===== src/rtl/cport_pkg.sv =====
// Shared constants, decode bundle and slot-to-lane mapping for the
// four-link host register front-end. Assumes exactly four links.
package cport_pkg;

    localparam int unsigned LANES      = 4;
    localparam int unsigned IDX_STATUS = 4;
    localparam int unsigned IDX_MODE   = 5;
    localparam int unsigned IDX_ACK    = 6;
    localparam int unsigned IDX_CLEAR  = 7;

    // Decoded one-cycle access strobes for the current bus beat.
    typedef struct packed {
        logic [LANES-1:0] data_rd;
        logic [LANES-1:0] data_wr;
        logic             stat_rd;
        logic             mode_wr;
        logic             ack;
        logic             clear;
    } dec_t;

    // Register slot k serves link-side lane {k[0],k[1]} (bit-swapped index).
    function automatic int unsigned slot_lane(int unsigned slot);
        return ((slot & 1) << 1) | ((slot >> 1) & 1);
    endfunction

endpackage


===== src/rtl/cport_decode.sv =====
// Address decoder for the eight-word register window.
// Assumes a word index (byte offset >> 2) and one-cycle bus beats.
module cport_decode
    import cport_pkg::*;
#(
    parameter int unsigned IW = 3
) (
    input  logic          sel_i,
    input  logic          wr_i,
    input  logic [IW-1:0] idx_i,
    output dec_t          dec_o
);

    // Turn the beat into at most one access strobe.
    always_comb begin
        dec_o = '0;
        if (sel_i) begin
            for (int k = 0; k < LANES; k++) begin
                if (idx_i == IW'(k)) begin
                    dec_o.data_rd[k] = !wr_i;
                    dec_o.data_wr[k] = wr_i;
                end
            end
            dec_o.stat_rd = !wr_i && (idx_i == IW'(IDX_STATUS));
            dec_o.mode_wr = wr_i  && (idx_i == IW'(IDX_MODE));
            dec_o.ack     = (idx_i == IW'(IDX_ACK));
            dec_o.clear   = wr_i  && (idx_i == IW'(IDX_CLEAR));
        end
    end

endmodule


===== src/rtl/cport_rx_lane.sv =====
// Receive lane: packs strobed bytes LSB first into a word, flags it as
// available and emits one word event (early or late).
// Assumes the strobe is synchronous to clk; a byte is taken on its rising edge.
module cport_rx_lane #(
    parameter int unsigned BYTE_W = 8,
    parameter int unsigned BPW    = 4
) (
    input  logic                clk,
    input  logic                rst_n,
    input  logic                clr_i,
    input  logic                fast_i,
    input  logic                strb_i,
    input  logic [BYTE_W-1:0]   byte_i,
    input  logic                take_i,
    output logic [BPW*BYTE_W-1:0] word_o,
    output logic                avail_o,
    output logic                evt_o
);

    localparam int unsigned CW = $clog2(BPW);

    logic                        strb_q;
    logic [CW-1:0]               cnt_q;
    logic [BPW-1:0][BYTE_W-1:0]  asm_q;
    logic [BPW-1:0][BYTE_W-1:0]  asm_nxt;
    logic [BPW*BYTE_W-1:0]       word_q;
    logic                        avail_q;
    logic                        evt_q;
    logic                        rise;
    logic                        is_last;
    logic                        hit;

    assign rise    = strb_i && !strb_q;
    assign is_last = (cnt_q == CW'(BPW-1));
    assign hit     = fast_i ? (cnt_q == CW'(1)) : is_last;

    // Place the incoming byte at the current position.
    always_comb begin
        asm_nxt         = asm_q;
        asm_nxt[cnt_q]  = byte_i;
    end

    // Remember the previous strobe level for edge detection.
    always_ff @(posedge clk) begin
        if (!rst_n) strb_q <= 1'b0;
        else        strb_q <= strb_i;
    end

    // Byte counter and partial-word storage.
    always_ff @(posedge clk) begin
        if (!rst_n || clr_i) begin
            cnt_q <= '0;
            asm_q <= '0;
        end else if (rise) begin
            asm_q <= asm_nxt;
            cnt_q <= is_last ? '0 : cnt_q + CW'(1);
        end
    end

    // Completed word and its available flag; completion beats a host read.
    always_ff @(posedge clk) begin
        if (!rst_n || clr_i) begin
            word_q  <= '0;
            avail_q <= 1'b0;
        end else if (rise && is_last) begin
            word_q  <= asm_nxt;
            avail_q <= 1'b1;
        end else if (take_i) begin
            avail_q <= 1'b0;
        end
    end

    // One-cycle word event at the selected byte.
    always_ff @(posedge clk) begin
        if (!rst_n || clr_i) evt_q <= 1'b0;
        else                 evt_q <= rise && hit;
    end

    assign word_o  = word_q;
    assign avail_o = avail_q;
    assign evt_o   = evt_q;

    assert_evt_pulse_R7: assert property (@(posedge clk) disable iff (!rst_n)
        evt_o |=> !evt_o);

    assert_word_on_last_R4: assert property (@(posedge clk) disable iff (!rst_n)
        $rose(avail_o) |-> ($past(cnt_q) == CW'(BPW-1)));

endmodule


===== src/rtl/cport_tx_lane.sv =====
// Transmit lane: holds a host word, offers it byte by byte LSB first,
// advances on the peer's take strobe and emits one word event.
// Assumes the take strobe is synchronous to clk.
module cport_tx_lane #(
    parameter int unsigned BYTE_W = 8,
    parameter int unsigned BPW    = 4
) (
    input  logic                  clk,
    input  logic                  rst_n,
    input  logic                  clr_i,
    input  logic                  fast_i,
    input  logic                  strb_i,
    input  logic                  load_i,
    input  logic [BPW*BYTE_W-1:0] word_i,
    output logic [BYTE_W-1:0]     byte_o,
    output logic                  empty_o,
    output logic                  evt_o
);

    localparam int unsigned CW = $clog2(BPW);

    logic                       strb_q;
    logic [CW-1:0]              cnt_q;
    logic [BPW-1:0][BYTE_W-1:0] word_q;
    logic                       empty_q;
    logic                       evt_q;
    logic                       rise;
    logic                       is_last;
    logic                       hit;
    logic                       step;

    assign rise    = strb_i && !strb_q;
    assign is_last = (cnt_q == CW'(BPW-1));
    assign hit     = fast_i ? (cnt_q == CW'(1)) : is_last;
    assign step    = rise && !empty_q && !load_i;

    // Remember the previous strobe level for edge detection.
    always_ff @(posedge clk) begin
        if (!rst_n) strb_q <= 1'b0;
        else        strb_q <= strb_i;
    end

    // Capture the host word.
    always_ff @(posedge clk) begin
        if (!rst_n)      word_q <= '0;
        else if (load_i) word_q <= word_i;
    end

    // Byte position and empty flag.
    always_ff @(posedge clk) begin
        if (!rst_n || clr_i) begin
            cnt_q   <= '0;
            empty_q <= 1'b1;
        end else if (load_i) begin
            cnt_q   <= '0;
            empty_q <= 1'b0;
        end else if (step) begin
            cnt_q   <= is_last ? '0 : cnt_q + CW'(1);
            empty_q <= is_last;
        end
    end

    // One-cycle word event at the selected byte.
    always_ff @(posedge clk) begin
        if (!rst_n || clr_i) evt_q <= 1'b0;
        else                 evt_q <= step && hit;
    end

    assign byte_o  = word_q[cnt_q];
    assign empty_o = empty_q;
    assign evt_o   = evt_q;

    assert_idle_position_R6: assert property (@(posedge clk) disable iff (!rst_n)
        empty_o |-> (cnt_q == '0));

    assert_evt_when_busy_R7: assert property (@(posedge clk) disable iff (!rst_n)
        evt_o |-> !$past(empty_q));

endmodule


===== src/rtl/cport_host_regs.sv =====
// Host register front-end for four byte-wide links: decodes the register
// window, keeps the event-mode bits, builds the status word and muxes read
// data. Assumes single-cycle bus beats with read data taken in the same cycle.
module cport_host_regs
    import cport_pkg::*;
#(
    parameter int unsigned BYTE_W = 8,
    parameter int unsigned BPW    = 4,
    parameter int unsigned OFS_W  = 5
) (
    input  logic                       clk,
    input  logic                       rst_n,
    input  logic                       bus_sel,
    input  logic                       bus_wr,
    input  logic [OFS_W-1:0]           bus_addr,
    input  logic [BPW*BYTE_W-1:0]      bus_wdata,
    output logic [BPW*BYTE_W-1:0]      bus_rdata,
    output logic                       ack_o,
    input  logic [LANES-1:0]           rx_strb,
    input  logic [LANES*BYTE_W-1:0]    rx_byte,
    output logic [LANES-1:0]           rx_evt,
    input  logic [LANES-1:0]           tx_strb,
    output logic [LANES*BYTE_W-1:0]    tx_byte,
    output logic [LANES-1:0]           tx_evt
);

    localparam int unsigned WORD_W = BPW * BYTE_W;
    localparam int unsigned IW     = OFS_W - 2;
    localparam int unsigned STAT_W = 2 * LANES;

    dec_t               dec;
    logic [STAT_W-1:0]  mode_q;
    logic [STAT_W-1:0]  status;
    logic [WORD_W-1:0]  rx_word_s [LANES];
    logic [LANES-1:0]   rx_avail_s;
    logic [LANES-1:0]   tx_empty_s;
    logic               unused_low_addr;

    assign unused_low_addr = ^bus_addr[1:0];

    cport_decode #(.IW(IW)) u_decode (
        .sel_i (bus_sel),
        .wr_i  (bus_wr),
        .idx_i (bus_addr[OFS_W-1:2]),
        .dec_o (dec)
    );

    // Event-mode bits, kept across a register-window clear.
    always_ff @(posedge clk) begin
        if (!rst_n)           mode_q <= '0;
        else if (dec.mode_wr) mode_q <= bus_wdata[STAT_W-1:0];
    end

    for (genvar s = 0; s < LANES; s++) begin : g_slot
        localparam int unsigned LN = slot_lane(s);

        cport_rx_lane #(.BYTE_W(BYTE_W), .BPW(BPW)) u_rx (
            .clk     (clk),
            .rst_n   (rst_n),
            .clr_i   (dec.clear),
            .fast_i  (mode_q[2*s]),
            .strb_i  (rx_strb[LN]),
            .byte_i  (rx_byte[LN*BYTE_W +: BYTE_W]),
            .take_i  (dec.data_rd[s]),
            .word_o  (rx_word_s[s]),
            .avail_o (rx_avail_s[s]),
            .evt_o   (rx_evt[LN])
        );

        cport_tx_lane #(.BYTE_W(BYTE_W), .BPW(BPW)) u_tx (
            .clk     (clk),
            .rst_n   (rst_n),
            .clr_i   (dec.clear),
            .fast_i  (mode_q[2*s+1]),
            .strb_i  (tx_strb[LN]),
            .load_i  (dec.data_wr[s]),
            .word_i  (bus_wdata),
            .byte_o  (tx_byte[LN*BYTE_W +: BYTE_W]),
            .empty_o (tx_empty_s[s]),
            .evt_o   (tx_evt[LN])
        );

        assign status[2*s]   = rx_avail_s[s];
        assign status[2*s+1] = tx_empty_s[s];
    end

    // Read data: a slot's word, the status word, or zero.
    always_comb begin
        bus_rdata = '0;
        for (int k = 0; k < LANES; k++) begin
            if (dec.data_rd[k]) bus_rdata = rx_word_s[k];
        end
        if (dec.stat_rd) bus_rdata[STAT_W-1:0] = status;
    end

    assign ack_o = dec.ack;

    assert_single_access_R2: assert property (@(posedge clk) disable iff (!rst_n)
        $onehot0({dec.data_rd, dec.data_wr, dec.stat_rd, dec.mode_wr, dec.ack, dec.clear}));

    assert_ack_window_R9: assert property (@(posedge clk) disable iff (!rst_n)
        ack_o |-> (bus_sel && (bus_addr[OFS_W-1:2] == IW'(IDX_ACK))));

    assert_clear_idle_R10: assert property (@(posedge clk) disable iff (!rst_n)
        dec.clear |=> (status == {LANES{2'b10}}));

endmodule


===== config.mk =====
export PLATFORM = sky130hd
export DESIGN_NAME = cport_host_regs
export DESIGN_NICKNAME = d
export VERILOG_FILES = /design/src/rtl/cport_pkg.sv /design/src/rtl/cport_decode.sv /design/src/rtl/cport_rx_lane.sv /design/src/rtl/cport_tx_lane.sv /design/src/rtl/cport_host_regs.sv
export SDC_FILE = /design/constraint.sdc
export NUM_CORES = 1
export LEC_CHECK = 0
export BUFFER_PORTS_ARGS = -buffer_cell sky130_fd_sc_hd__buf_2
export CORE_ASPECT_RATIO = 1.4
export CORE_MARGIN = 5
export CORE_UTILIZATION = 45
export CTS_BUF_LIST = sky130_fd_sc_hd__clkbuf_4
export CTS_CLUSTER_SIZE = 10
export DETAILED_ROUTE_END_ITERATION = 8
export GPL_TIMING_DRIVEN = 1
export PLACE_DENSITY_LB_ADDON = 0.1
export SLEW_MARGIN = 20
export SYNTH_ARGS = -nofsm -noshare
export SYNTH_HDL_FRONTEND = slang
export SYNTH_SLANG_ARGS = --single-unit

===== constraint.sdc =====
create_clock -name clk -period 2.15 [get_ports clk]
set_input_delay 0.43 -clock clk [delete_from_list [all_inputs] [get_ports clk]]
set_output_delay 0.43 -clock clk [all_outputs]
set_load 0.01 [all_outputs]

==> metrics.cfg <==
[pwr]
switching_share_pct = 25.7
p_leak_nw = 8.18
combPwrFrac_pct = 9.7
switchingPower_mw = 4.02
pwr-share-seq_pct = 48.7
total_power_mw = 15.6
pwr-share-clk_pct = 41.6
intPower_mw = 11.6
power-per-cell-area_nw_per_um2 = 696
vdd_drop_max_mv = 0.478

[global_routing]
grt_max_degree = 89
grt_pass1_wl_um = 85300
track_usage_pct = 25.3
grt_pass1_vias = 15300
grt.overflow.total = 0
antenna_found_initial = 1

[route]
dr_total_vias = 15600
wl_um = 56500
drtIter0Drc = 997
dr.pass1.iters = 5
wire_per_inst_um = 19.5
drc = 0
ant_nets = 0
viasPerCell = 5.39

[sta]
drv_slew = 0
hold_viol_final = 0
post-route-period-util_pct = 112
tns_ns = -9.24
worst_pin_slew_ns = 0.808
setup_viol = 63
clock.fmax_mhz = 414
skew_ns = 0.0254
finalWorstSetupSlack_ns = -0.265
holdWs_ns = 0.136
timing.slew.headroom_pct = 46.1
rsz0062_at_grt = yes
fin_crit_ns = 2.41

[placement]
portBuffers = 151
dpl.hpwl_um = 38400
place_inst = 2620
gp_congestion = 0.863
post-place-ws_ns = -0.270

[cells_and_area]
syn_to_final_growth_pct = 28.1
final_net_count = 2407
drive_gt1_share_pct = 25.0
fill_cells = 3567
layout_common_cells = 462 x nand2_1, 379 x dfxtp_1, 146 x clkbuf_4, 140 x a21oi_1, 121 x nor2_1
multiInputGateArea_um2 = 9130
layout.area.seq_um2 = 8040
mostFrequentLayoutCell = nand2_1
fin_cells = 2894

[synth]
ys_types = 49
synthArstFlopShare_pct = 0
synth_edf_count = 0
synth_area_um2 = 17500
ys_warn_count = 0
syn_inst = 2021
synth_nets = 2126
synth-main-ff-cell = dfxtp_1
yosysSeqAreaShare_pct = 45.7
postSynthAreaPerCell_um2 = 8.67
ys_ff_latch = 400

[cts]
cts_sinks = 400
root_buffer = clkbuf_4
cts_htree_levels = 3
cts_tree = yes
cts_buffers = 99
clkTransAtPathRegs_ns = 0.06
cts_buffer_depth = 3
clock_latency_ns = 0.78

[min_path]
worstHoldPathType = in -> reg

[run]
cap_violations = 0

[setup_path]
path_delay_family = multiplexers
start_kind = flop
crit_required_ns = 1.72
max_stage_delay_ns = 0.53
worstSetupEndpointType = output port
crit_type = reg -> out
critPathBufInv = 2
path_cells = buf_12 -> mux4_2 -> buf_6
crit_fanout = 5
crit_slowest_cell = mux4_2
worstPathArrival_ns = 1.98

[floorplanning]
core_area_um2 = 38500
die_area_um2 = 43100
initial_core_util_pct = 45.5
fp-row-count = 85
die_x_um = 177
io_pins = 154
chipHeight_um = 244

[status]
outcome = finished with violations
failed_checks = setup timing

cell usage after synthesis, types with 2 or more instances:
cell type / number / area share [%]
nand2_1: 487 / 10
dfxtp_1: 400 / 46
a21oi_1: 144 / 4.1
nor2_1: 129 / 2.8
mux2i_1: 116 / 6.6
nand3_1: 101 / 2.9
a211oi_1: 96 / 4.1
buf_2: 79 / 2.3
a21boi_1: 67 / 2.9
a21boi_0: 61 / 2.6
clkbuf_1: 61 / 1.3
mux4_2: 32 / 4.1
o21ai_0: 26 / 0.74
ha_1: 24 / 1.7
a31oi_1: 23 / 0.82
inv_1: 21 / 0.45
a22oi_1: 19 / 0.81
nor2b_1: 14 / 0.50
nor3_1: 13 / 0.37
and2_1: 12 / 0.43
buf_1: 11 / 0.24
buf_4: 11 / 0.47
nand2b_1: 10 / 0.36
buf_6: 8 / 0.51
nor3b_1: 6 / 0.26
a2111oi_0: 4 / 0.20
nor4b_1: 4 / 0.20
o2111ai_1: 4 / 0.20
o21a_1: 4 / 0.17
o21ai_1: 4 / 0.11
a221oi_1: 3 / 0.15
nor2_8: 3 / 0.34
o31ai_1: 3 / 0.13
nor2_2: 2 / 0.071
nor2_4: 2 / 0.13
nor3_2: 2 / 0.11
or2_2: 2 / 0.071
or3_1: 2 / 0.071
logic make-up (layout without fill, tap and decap cells):
kind of cell    after synthesis  after routing  synth area share, %
fa+ha+maj                    24             24                 1.71
simple gates                798            798                 19.5
flops                       400            400                 45.7
mux                         148            148                 10.7
other cells                   0              1                    0
compound gates              459            459                 17.1
buf+inv                     192            542                 5.25
worst reg2reg max path: stages, from the launching register on:
cell	delay, ns
dfxtp_1	0.35
inv_1	0.10
ha_1	0.50
nand2_1	0.34
nand2_1	0.15
a21oi_1	0.08
metal layers:
metal	global-route usage [%]	up-vias	share of wire (%)
li1	-	7582	-
met1	29.1	7405	39
met2	45.0	489	51
met3	4.51	119	4.7
met4	12.1	0	4.7
met5	0	-	0
flip-flops by register name (all words and copies together), names as in the netlist:
signal,count
g_slot.u_rx.cnt_q,8
g_slot.u_rx.avail_o,4
g_slot.u_rx.word_o,128
g_slot.u_tx.empty_o,4
g_slot.u_tx.evt_o,4
g_slot.u_rx.strb_q,4
g_slot.u_tx.word_q,128
g_slot.u_tx.cnt_q,8
g_slot.u_rx.asm_q,96
mode_q,8
g_slot.u_rx.evt_o,4
g_slot.u_tx.strb_q,4
power by group through the flow:
stage          logic [mW]  clock network, mW  registers [mW]
4_1_cts              1.48               6.68            7.62
3_3_place_gp         1.29                  0            7.78
3_5_place_dp         1.30                  0            7.79
5_1_grt              1.63               7.01            7.63
2_1_floorplan       0.770                  0            7.76
6_report             1.52               6.49            7.62
per-stage QoR:
| step | util (%) | area (um^2) |
|---|---|---|
| after floorplan | - | 17500 |
| after global placement | 49.7 | 19100 |
| after detailed placement | 49.7 | 19100 |
| after CTS | 57.3 | 22100 |
| after global routing | 58.3 | 22500 |
| final | 58.3 | 22500 |
final timing paths:
kind | startpoint | endpoint | slack (ns) | depth (start not counted)
min | rst_n | g_slot[0].u_tx.empty_o | 0.14 | 3
min reg2reg | g_slot[0].u_tx.word_q[26] | g_slot[0].u_tx.word_q[26] | 0.45 | 2
max reg2reg | g_slot[3].u_rx.cnt_q[0] | g_slot[3].u_rx.asm_q[23] | 0.51 | 5
max | g_slot[0].u_tx.cnt_q[0] | tx_byte[4] | -0.26 | 3
final cells by class:
| type | instances | share of cell area (%) |
|---|---|---|
| multi-input combinational | 1429 | 40.7 |
| inverter | 22 | 0.368 |
| clock buffer | 146 | 4.88 |
| sequential | 400 | 35.8 |
| timing repair buffer | 350 | 14.6 |
| tap | 522 | 2.91 |
| clock inverter | 24 | 0.758 |
| antenna | 1 | 0.0111 |
repair_timing:
action	CTS	global route
pin swaps	51	36
setup endpoints to repair	64	64
hold endpoints to repair	272	0
buffers inserted	24	8
hold buffers	72	0
gates cloned	8	1
gates resized for setup	155	83
(Power assumes the default switching activity.)
